==> config.mk <==
export PLATFORM = sky130hd
export DESIGN_NAME = bsc_rx_framer
export DESIGN_NICKNAME = d
export VERILOG_FILES = /design/src/rtl/bsc_pkg.sv /design/src/rtl/bsc_bcs_acc.sv /design/src/rtl/bsc_ctl_match.sv /design/src/rtl/bsc_rx_framer.sv
export SDC_FILE = /design/constraint.sdc
export NUM_CORES = 1
export LEC_CHECK = 0
export BUFFER_PORTS_ARGS = -buffer_cell sky130_fd_sc_hd__clkbuf_2
export CELL_PAD_IN_SITES_DETAIL_PLACEMENT = 1
export CELL_PAD_IN_SITES_GLOBAL_PLACEMENT = 2
export CORE_UTILIZATION = 29
export DETAILED_ROUTE_END_ITERATION = 8
export HOLD_SLACK_MARGIN = 0.03
export PLACE_DENSITY_LB_ADDON = 0.1
export REMOVE_ABC_BUFFERS = 1
export SLEW_MARGIN = 20
export SYNTH_ARGS = -nofsm -noshare
export SYNTH_HDL_FRONTEND = slang
export SYNTH_SLANG_ARGS = --single-unit
==> constraint.sdc <==
create_clock -name clk -period 3.6 [get_ports clk]
set_input_delay 0.36 -clock clk [delete_from_list [all_inputs] [get_ports clk]]
set_output_delay 0.36 -clock clk [all_outputs]
set_load 0.05 [all_outputs]
==> src/rtl/bsc_pkg.sv <==
package bsc_pkg;

  localparam int CHAR_W = 8;
  localparam int BCS_W  = 16;
  // x^16 + x^15 + x^2 + 1 in bit-reflected form
  localparam logic [BCS_W-1:0] BCS_POLY_REFL = 16'hA001;

  typedef enum logic [1:0] {
    ST_RX   = 2'd0,
    ST_CK1  = 2'd1,
    ST_CK2  = 2'd2,
    ST_HUNT = 2'd3
  } rx_state_e;

  // One byte into the reflected CRC, least significant bit first
  function automatic logic [BCS_W-1:0] bcs_step(input logic [BCS_W-1:0] crc,
                                                input logic [CHAR_W-1:0] b);
    logic [BCS_W-1:0] c;
    c = crc;
    for (int i = 0; i < CHAR_W; i++) begin
      if (c[0] ^ b[i]) c = (c >> 1) ^ BCS_POLY_REFL;
      else             c = c >> 1;
    end
    return c;
  endfunction

endpackage

==> src/rtl/bsc_bcs_acc.sv <==
module bsc_bcs_acc
  import bsc_pkg::*;
(
  input  logic              clk,
  input  logic              rst_n,
  input  logic              restart,
  input  logic              add,
  input  logic              clear_blk,
  input  logic [CHAR_W-1:0] byte_i,
  output logic [BCS_W-1:0]  acc_q,
  output logic [BCS_W-1:0]  acc_upd
);

  logic [BCS_W-1:0] base;

  always_comb begin
    base    = restart ? '0 : acc_q;
    acc_upd = add ? bcs_step(base, byte_i) : base;
  end

  always_ff @(posedge clk) begin
    if (!rst_n)              acc_q <= '0;
    else if (clear_blk)      acc_q <= '0;
    else if (restart || add) acc_q <= acc_upd;
  end

  AST_RESTART_LEAVES_ZERO: assert property (@(posedge clk) disable iff (!rst_n)
    (restart && !add) |=> (acc_q == '0));

endmodule

==> src/rtl/bsc_ctl_match.sv <==
module bsc_ctl_match
  import bsc_pkg::*;
#(
  parameter int NCTL = 8,
  localparam int IDXW = (NCTL > 1) ? $clog2(NCTL) : 1
)(
  input  logic [CHAR_W-1:0]      byte_i,
  input  logic [NCTL*CHAR_W-1:0] tbl_char,
  input  logic [NCTL-1:0]        tbl_valid,
  input  logic [NCTL-1:0]        tbl_chk,
  input  logic [NCTL-1:0]        tbl_hunt,
  output logic                   hit,
  output logic [IDXW-1:0]        idx,
  output logic                   chk,
  output logic                   hunt
);

  logic [NCTL-1:0] eq;

  for (genvar g = 0; g < NCTL; g++) begin : g_entry
    assign eq[g] = tbl_valid[g] && (tbl_char[g*CHAR_W +: CHAR_W] == byte_i);
  end

  // Scan from the top so the lowest matching index is the last written
  always_comb begin
    hit = 1'b0;
    idx = '0;
    for (int i = NCTL - 1; i >= 0; i--) begin
      if (eq[i]) begin
        hit = 1'b1;
        idx = IDXW'(i);
      end
    end
    chk  = hit && tbl_chk[idx];
    hunt = hit && tbl_hunt[idx];
  end

endmodule

==> src/rtl/bsc_rx_framer.sv <==
module bsc_rx_framer
  import bsc_pkg::*;
#(
  parameter int NCTL = 8
)(
  input  logic                       clk,
  input  logic                       rst_n,
  input  logic                       in_valid,
  input  logic [7:0]                 in_byte,
  input  logic                       cfg_transparent,
  input  logic                       cfg_byte_evt_en,
  input  logic [7:0]                 cfg_sync,
  input  logic [7:0]                 cfg_dle,
  input  logic                       cmd_bcs_reset,
  input  logic                       cmd_bcs_excl,
  input  logic [NCTL*8-1:0]          tbl_char,
  input  logic [NCTL-1:0]            tbl_valid,
  input  logic [NCTL-1:0]            tbl_chk,
  input  logic [NCTL-1:0]            tbl_hunt,
  output logic                       data_valid,
  output logic [7:0]                 data_byte,
  output logic                       byte_evt,
  output logic                       eob_valid,
  output logic [$clog2(NCTL)+2:0]    eob_status,
  output logic [15:0]                bcs_calc,
  output logic [15:0]                bcs_rx
);

  localparam int IDXW  = (NCTL > 1) ? $clog2(NCTL) : 1;
  localparam int STW   = IDXW + 3;
  localparam int B_NCK = IDXW;
  localparam int B_ERR = IDXW + 1;

  rx_state_e        st;
  logic             dle_pend;
  logic [7:0]       rx_lo;
  logic [IDXW-1:0]  cur_idx;
  logic             cur_hunt;

  // decode
  logic             is_sync, is_dle, in_rx;
  logic             m_hit, m_chk, m_hunt;
  logic [IDXW-1:0]  m_idx;
  logic             deliver, take_ctl, dle_set, close_ck, close_ab, close_now;
  logic             bcs_restart, bcs_add;
  logic [15:0]      acc_q, acc_upd;
  logic [15:0]      rx_full;

  assign is_sync = (in_byte == cfg_sync);
  assign is_dle  = (in_byte == cfg_dle);
  assign in_rx   = in_valid && (st == ST_RX);
  assign rx_full = {in_byte, rx_lo};

  bsc_ctl_match #(.NCTL(NCTL)) u_match (
    .byte_i    (in_byte),
    .tbl_char  (tbl_char),
    .tbl_valid (tbl_valid),
    .tbl_chk   (tbl_chk),
    .tbl_hunt  (tbl_hunt),
    .hit       (m_hit),
    .idx       (m_idx),
    .chk       (m_chk),
    .hunt      (m_hunt)
  );

  always_comb begin
    deliver  = 1'b0;
    take_ctl = 1'b0;
    if (in_rx) begin
      if (!cfg_transparent) begin
        if (!is_sync) begin
          deliver  = 1'b1;
          take_ctl = m_hit;
        end
      end else if (dle_pend) begin
        deliver  = 1'b1;
        take_ctl = m_hit && !is_dle;
      end else if (!is_dle && !is_sync) begin
        deliver  = 1'b1;
      end
    end
    dle_set     = in_rx && cfg_transparent && !dle_pend && is_dle;
    close_ab    = take_ctl && !m_chk;
    close_ck    = in_valid && (st == ST_CK2);
    close_now   = close_ab || close_ck;
    bcs_restart = deliver && cmd_bcs_reset;
    bcs_add     = deliver && !cmd_bcs_reset && !cmd_bcs_excl;
  end

  bsc_bcs_acc u_acc (
    .clk       (clk),
    .rst_n     (rst_n),
    .restart   (bcs_restart),
    .add       (bcs_add),
    .clear_blk (close_now),
    .byte_i    (in_byte),
    .acc_q     (acc_q),
    .acc_upd   (acc_upd)
  );

  // state and pending-DLE tracking
  always_ff @(posedge clk) begin
    if (!rst_n) begin
      st       <= ST_RX;
      dle_pend <= 1'b0;
      rx_lo    <= '0;
      cur_idx  <= '0;
      cur_hunt <= 1'b0;
    end else begin
      if (close_now)           dle_pend <= 1'b0;
      else if (dle_set)        dle_pend <= 1'b1;
      else if (in_rx)          dle_pend <= 1'b0;

      if (take_ctl) begin
        cur_idx  <= m_idx;
        cur_hunt <= m_hunt;
      end

      unique case (st)
        ST_RX: begin
          if (take_ctl && m_chk)      st <= ST_CK1;
          else if (close_ab && m_hunt) st <= ST_HUNT;
        end
        ST_CK1: if (in_valid) begin
          rx_lo <= in_byte;
          st    <= ST_CK2;
        end
        ST_CK2: if (in_valid) st <= cur_hunt ? ST_HUNT : ST_RX;
        ST_HUNT: if (in_valid && is_sync) st <= ST_RX;
        default: st <= ST_RX;
      endcase
    end
  end

  // output registers
  always_ff @(posedge clk) begin
    if (!rst_n) begin
      data_valid <= 1'b0;
      data_byte  <= '0;
      byte_evt   <= 1'b0;
      eob_valid  <= 1'b0;
      eob_status <= '0;
      bcs_calc   <= '0;
      bcs_rx     <= '0;
    end else begin
      data_valid <= deliver;
      byte_evt   <= deliver && cfg_byte_evt_en;
      eob_valid  <= close_now;
      if (deliver) data_byte <= in_byte;
      if (close_ab) begin
        eob_status <= {m_hunt, 1'b0, 1'b1, m_idx};
        bcs_calc   <= acc_upd;
        bcs_rx     <= '0;
      end else if (close_ck) begin
        eob_status <= {cur_hunt, (rx_full != acc_q), 1'b0, cur_idx};
        bcs_calc   <= acc_upd;
        bcs_rx     <= rx_full;
      end
    end
  end

  AST_SYNC_NEVER_OUT: assert property (@(posedge clk) disable iff (!rst_n)
    (data_valid && !$past(cfg_transparent)) |-> (data_byte != $past(cfg_sync)));
  AST_CHECK_BYTES_QUIET: assert property (@(posedge clk) disable iff (!rst_n)
    (st == ST_CK1 || st == ST_CK2) |=> !data_valid);
  AST_ABORT_NO_ERROR: assert property (@(posedge clk) disable iff (!rst_n)
    (eob_valid && eob_status[B_NCK]) |-> !eob_status[B_ERR]);
  AST_BCS_ZERO_AT_EOB: assert property (@(posedge clk) disable iff (!rst_n)
    eob_valid |-> (acc_q == 16'h0));
  AST_HUNT_DISCARDS: assert property (@(posedge clk) disable iff (!rst_n)
    (st == ST_HUNT) |=> (!data_valid && !eob_valid));
  AST_EVT_NEEDS_DATA: assert property (@(posedge clk) disable iff (!rst_n)
    byte_evt |-> data_valid);

  initial begin
    if (STW != $bits(eob_status)) $display("status width mismatch");
  end

endmodule

==> After elaboration in Yosys (flattened, before gate mapping) <==
Index checks and enable logic that the tools add are counted.
{ "totals": {"mem_count": 0, "ramBits": 0, "elab_cells": 142, "latch_bits": 0, "in_bits": 119, "out_inout_bits": 49, "rom_bits": 0, "ff_bits": 80} }
{ "op_classes": {"multipliers": 0, "div_mod_pow": 0, "shifts": 0, "add_sub_neg": 0, "n_mux": 52, "eq_ne": 18, "reduce_logical": 40, "n_bitwise": 17, "n_lt_le_gt_ge": 1} }
{ "op_table": {"columns": ["cell", "count"], "rows": [
  ["16-bit 2-to-1 mux", 12],
  ["8-bit == test", 10],
  ["1-bit logical AND", 25],
  ["3-bit 2-to-1 mux", 8],
  ["2-bit inverter with 3-bit output", 8],
  ["1-bit 2-to-1 mux", 21],
  ["16-bit != test", 1],
  ["2-bit 2-to-1 mux", 6],
  ["6-bit 2-to-1 mux", 2],
  ["2-bit one-hot mux with 4 select lines", 1],
  ["1-bit XOR", 8],
  ["1-bit binary-select mux with 3-bit select", 2],
  ["1-bit zero test", 6],
  ["2-bit != test (second input constant)", 3],
  ["2-bit == test (second input constant)", 2],
  ["3-bit by 4-bit less-than comparator with 1-bit output (second input constant)", 1],
  ["4-bit AND reduction", 1],
  ["2-bit nonzero test", 2],
  ["2-bit OR reduction", 2],
  ["3-bit by 1-bit != test with 1-bit output (second input constant)", 1],
  ["2-bit by 1-bit == test with 1-bit output (second input constant)", 1],
  ["2-bit zero test", 1],
  ["1-bit logical OR", 2],
  ["2-bit AND reduction", 1],
  ["1-bit inverter", 1]
]} }

==> Logic depth before layout (Yosys ltp) <==
{ "logic_depth": {"word_depth": 28, "ltp_mapped": 14, "depth_no_buf": 10} }

==> Cells and area by module <==
From an unflattened synthesis, not the netlist that was laid out.
{ "unflattened": {"cells_unflattened": 578, "area_unflattened_um2": 5066.1} }
{ "modules_own_cells": {"columns": ["module", "seq_area_each_um2", "area_per_inst_um2", "cells_each", "instances"], "rows": [
  ["bsc_rx_framer", 1281.2, 2916.5, 309, 1],
  ["bsc_ctl_match", 0.0, 1107.3, 147, 1],
  ["bsc_bcs_acc", 320.3, 1042.2, 122, 1]
]} }

==> Worst setup path before layout <==
Ideal clock, no wire load.
{ "synth_path": {"path_type": "input-to-reg", "startpoint": "input port in_byte[6]", "endpoint": "register bcs_calc[10]", "stages": 12, "n_path_buf": 2, "setup_ns": 0.117, "path_slack_ns": 0.754, "arrival_time_ns": 2.729, "t_required_ns": 3.483, "path_cell_list": "buf_2 buf_4 xor2_1 nor3_1 nand4_1 nor2b_4 or4b_1 nand3_2 o32ai_2 o21ai_4 nand2_4 a32o_1"} }
{ "synth_between": {"elab_chain_cells": 25} }
{ "synth_lines": {"columns": ["item", "line", "rtl"], "rows": [
  ["from (decl)", "bsc_rx_framer.sv:9", "input logic [7:0] in_byte,"],
  ["8-bit == test (on tied branches)", "bsc_rx_framer.sv:50, bsc_rx_framer.sv:49", null],
  ["1-bit zero test (on tied branches)", "bsc_rx_framer.sv:77, bsc_rx_framer.sv:78", null],
  ["1-bit logical AND", "bsc_rx_framer.sv:78", "end else if (!is_dle && !is_sync) begin"],
  ["1-bit 2-to-1 mux", "bsc_rx_framer.sv:78", null],
  ["1-bit 2-to-1 mux", "bsc_rx_framer.sv:75", "end else if (dle_pend) begin"],
  ["1-bit 2-to-1 mux", "bsc_rx_framer.sv:70", "if (!cfg_transparent) begin"],
  ["1-bit 2-to-1 mux", "bsc_rx_framer.sv:69", "if (in_rx) begin"],
  ["1-bit logical AND", "bsc_rx_framer.sv:86", "bcs_restart = deliver && cmd_bcs_reset;"],
  ["(+6 left out)", null, null],
  ["16-bit 2-to-1 mux", "bsc_pkg.sv:21", "if (c[0] ^ b[i]) c = (c >> 1) ^ BCS_POLY_REFL;"],
  ["1-bit XOR", "bsc_pkg.sv:21", null],
  ["16-bit 2-to-1 mux", "bsc_pkg.sv:21", null],
  ["1-bit XOR", "bsc_pkg.sv:21", null],
  ["16-bit 2-to-1 mux (4 in a row)", "bsc_pkg.sv:21", null],
  ["16-bit 2-to-1 mux", "bsc_bcs_acc.sv:18", "acc_upd = add ? bcs_step(base, byte_i) : base;"],
  ["16-bit 2-to-1 mux", "bsc_rx_framer.sv:154", "end else if (close_ck) begin"],
  ["16-bit 2-to-1 mux", "bsc_rx_framer.sv:150", "if (close_ab) begin"],
  ["to (signal assigned)", "bsc_rx_framer.sv:152", "bcs_calc <= acc_upd;"],
  ["to (signal assigned)", "bsc_rx_framer.sv:156", "bcs_calc <= acc_upd;"],
  ["to (decl)", "bsc_rx_framer.sv:25", "output logic [15:0] bcs_calc,"]
]} }
Several ways; a longest one is shown, not always the timed one. The select of a mux whose other input is x is not followed.
A chain may end at the register's enable or synchronous reset.

==> Worst setup path after layout <==
{ "layout_path": {"startpoint": "input port in_byte[3]", "endpoint": "register bcs_calc[8]"} }
{ "layout_between": {"elab_chain_cells": 23} }
{ "layout_lines": {"columns": ["item", "line"], "rows": [
  ["8-bit == test (on tied branches)", "bsc_rx_framer.sv:50, bsc_rx_framer.sv:49"],
  ["1-bit zero test (on tied branches)", "bsc_rx_framer.sv:77, bsc_rx_framer.sv:78"],
  ["1-bit logical AND", "bsc_rx_framer.sv:78"],
  ["1-bit 2-to-1 mux", "bsc_rx_framer.sv:78"],
  ["1-bit 2-to-1 mux", "bsc_rx_framer.sv:75"],
  ["1-bit 2-to-1 mux", "bsc_rx_framer.sv:70"],
  ["1-bit 2-to-1 mux", "bsc_rx_framer.sv:69"],
  ["1-bit logical AND", "bsc_rx_framer.sv:86"],
  ["(+2 left out)", null],
  ["16-bit 2-to-1 mux", "bsc_pkg.sv:21"],
  ["1-bit XOR", "bsc_pkg.sv:21"],
  ["16-bit 2-to-1 mux", "bsc_pkg.sv:21"],
  ["1-bit XOR", "bsc_pkg.sv:21"],
  ["16-bit 2-to-1 mux (6 in a row)", "bsc_pkg.sv:21"],
  ["16-bit 2-to-1 mux", "bsc_bcs_acc.sv:18"],
  ["16-bit 2-to-1 mux", "bsc_rx_framer.sv:154"],
  ["16-bit 2-to-1 mux", "bsc_rx_framer.sv:150"]
]} }
Several ways; a longest one is shown, not always the timed one. The select of a mux whose other input is x is not followed.

==> reports/qor.csv <==
metric,value,unit
Hold Slack,219,ps
Met3 Wirelength,565,um
R2R setup slack,610,ps
"Max FO, Critical Path",11,
DR top layer,met4,
Post-synth EDFFs,0,
fmax,319,MHz
Fin. Hold Viols,0,
most area-consuming cells after synthesis,"dfxtp_1, xnor2_1, nand2_1, xor2_1, a21oi_1",
most frequent cell after synthesis,nand2_1,
# diodes,0,
starting density of the core,0.300,
Slew @ Worst Pin,915,ps
post-route ant nets,0,
largest net degree at the start of global routing,25,
Async SR Flop Fraction,0,
Critical Path RT,3870,ps
die area,17800,um2
buffer count from post-CTS setup fixing,0,
CTS Buffer Depth,2,
clock skew after layout,6.66,ps
distinct cell type count after synthesis,62,
crit path kind,primary input to flip-flop,
maxcap violations,0,
total power,0.00242,W
Hold Crit Start,cfg_byte_evt_en,
core box area,16800,um2
P_leak,2.60,nW
"area leader, netlist",dfxtp_1,
vias in the first global route,5133,
post-synthesis sequential area ratio,0.319,
DP Worst Slack,110,ps
gpl congestion,0.803,
GRT Overall Usage,0.203,
worst min path class,primary input to flip-flop,
DR vias,4834,
root buffer cell,clkbuf_16,
element type at the critical path start,primary input,
CTS tree,done,
WL per Instance,18.0,um
reg-to-reg startpoint,st[0],
CTS Hold Buffers Added,0,
Synth top area share,0.319,
Inst Count DP,966,
Final Net Count,876,
min cycle time layout,3130,ps
Detailed Route WL,17600,um
Most used DFF post-synth,dfxtp_1,
DRC viols,0,
clk sink count,80,
Post-DP HPWL,14000,um
YS warnings,0,
Hold Path End,byte_evt,
outcome,"finished, final reports clean",
share of layout cells above drive strength 1,0.306,
Layout area overhead,27.4,%
met2 wire len,8380,um
initial antenna violation count,0,
post-DR vias/cell,4.93,
Post-Synth Adder-Cell Area,0,
Post-CTS Resized,0,
# IOs,168,
WL met1,8390,um
chip width,134,um
unrepaired setup endpoints after global routing,false,
cell row count,47,
port buffer count,167,
commonest cells in the synthesized netlist,"nand2_1, xnor2_1, dfxtp_1, nor2_1, a21oi_1",
sum of negative setup slack,0,ps
kind of end point of the critical path,flip-flop,
Avg Inst Size Synth,8.42,um2
mapped cell area,5020,um2
global route total overflow,0,
Rel. slew slack,0.388,
WHS Path Cells,2,
Compound-Gate Fraction of Synth Area,0.170,
pwr/cell area,378,nW/um2
Tcrit/Tclk final,0.870,
latest clock arrival within the worst-skew pair,340,ps
FF-to-FF path depth,10,
Post-Synthesis Cells,596,
XOR/XNOR Fraction of Synth Area,0.225,
Final Max Slew Viols,0,
Worst-path clk slew,60,ps
mux cell area share after synthesis,0.0160,
"non-filler cells, final",981,
Synth Area in Simple Gates,0.217,
largest family of logic cells by synthesized area,XOR/XNOR gates,
Peak VDD IR,263,uV
first drt pass iteration count,4,
First DRT Iteration DRCs,173,
die extent in y,134,um
htree depth,3,
final setup violating endpoints,0,
CTS Buf Count,9,
final worst slack,469,ps
Seq cells post-synth,80,
RR Endpoint,bcs_calc[0],
Crit path arrival time,3400,ps
first-pass GRT wire length,27900,um
[routing by layer]
layer  GRT usage  up-vias
li1            -     2391
met1       0.265     2328
met2       0.340       97
met3      0.0361       18
met4      0.0612        0
met5           0        -
[cells by family (layout without fill, tap and decap cells)]
| group | Yosys count | count (layout) |
|---|---|---|
| DFF | 80 | 80 |
| and+or+nand+nor | 225 | 225 |
| AOI/OAI and AO/OA | 116 | 116 |
| xor gates and xnor gates | 122 | 122 |
| muxes | 8 | 8 |
| buffers and inverters | 45 | 210 |
[placed cells by master (no fill, tap or decap), types with 4 or more instances in the layout]
| master | count |
|---|---|
| clkbuf_2 | 167 |
| nand2_1 | 91 |
| xnor2_1 | 87 |
| dfxtp_1 | 80 |
| nor2_1 | 42 |
| a21oi_1 | 34 |
| xor2_1 | 31 |
| nand3_1 | 25 |
| buf_4 | 22 |
| nand4_1 | 17 |
| a21oi_2 | 12 |
| nor3_1 | 10 |
| and2_1 | 9 |
| o31ai_1 | 9 |
| clkbuf_16 | 9 |
| mux2i_1 | 8 |
| o21ai_0 | 7 |
| a22oi_1 | 7 |
| a32o_1 | 6 |
| inv_1 | 5 |
| and3_1 | 5 |
| a211oi_1 | 5 |
| o211ai_1 | 5 |
| or3_1 | 4 |
| nor4_1 | 4 |
[per-stage QoR]
stage / area [um2] / util
2_1_floorplan: 4770 / -
3_3_place_gp: 6050 / 0.361
3_5_place_dp: 6050 / 0.361
4_1_cts: 6390 / 0.382
5_1_grt: 6390 / 0.382
6_report: 6390 / 0.382
[layout make-up]
class	count	area [um2]
flip-flops and latches	80	1600
repair buffers	189	1000
fillers	2056	10400
clock inverters	5	105
multi-input cells	471	3150
clock buffers	10	239
inverters	6	22.5
well taps	220	275
[worst max-delay path by stage]
stage,startpoint,to,slack [ps],cells past startpoint
4_1_cts,in_byte[3],bcs_calc[8],480,11
3_3_place_gp,in_byte[3],bcs_calc[0],140,11
2_1_floorplan,in_valid,bcs_calc[15],230,6
5_1_grt,in_byte[3],bcs_calc[8],210,11
6_report,in_byte[3],bcs_calc[8],470,11
3_5_place_dp,in_byte[3],bcs_calc[8],110,11
[worst max-delay path, cell delays in order]
cell and delay [ps]:
clkbuf_2 270, xor2_1 250, nor4_1 300, nand4_1 290, o21a_1 290, o22ai_1 340, nand2b_1 240, o32ai_2 130
o21ai_4 360, nand3_2 340, a2bb2oi_1 220
[power by group]
group	internal [W]	switching, W
sequential	0.000902	0.0000184
clock	0.000692	0.000365
combinational	0.000201	0.000242
total	0.00180	0.000625
[flip-flops by register name (all words and copies together) (netlist names)]
register,cells
bcs_calc,16
bcs_rx,16
byte_evt,1
cur_hunt,1
cur_idx,3
data_byte,8
data_valid,1
dle_pend,1
eob_status,6
eob_valid,1
rx_lo,8
st,2
u_acc.acc_q,16
Power figures use the tool's default switching activity.
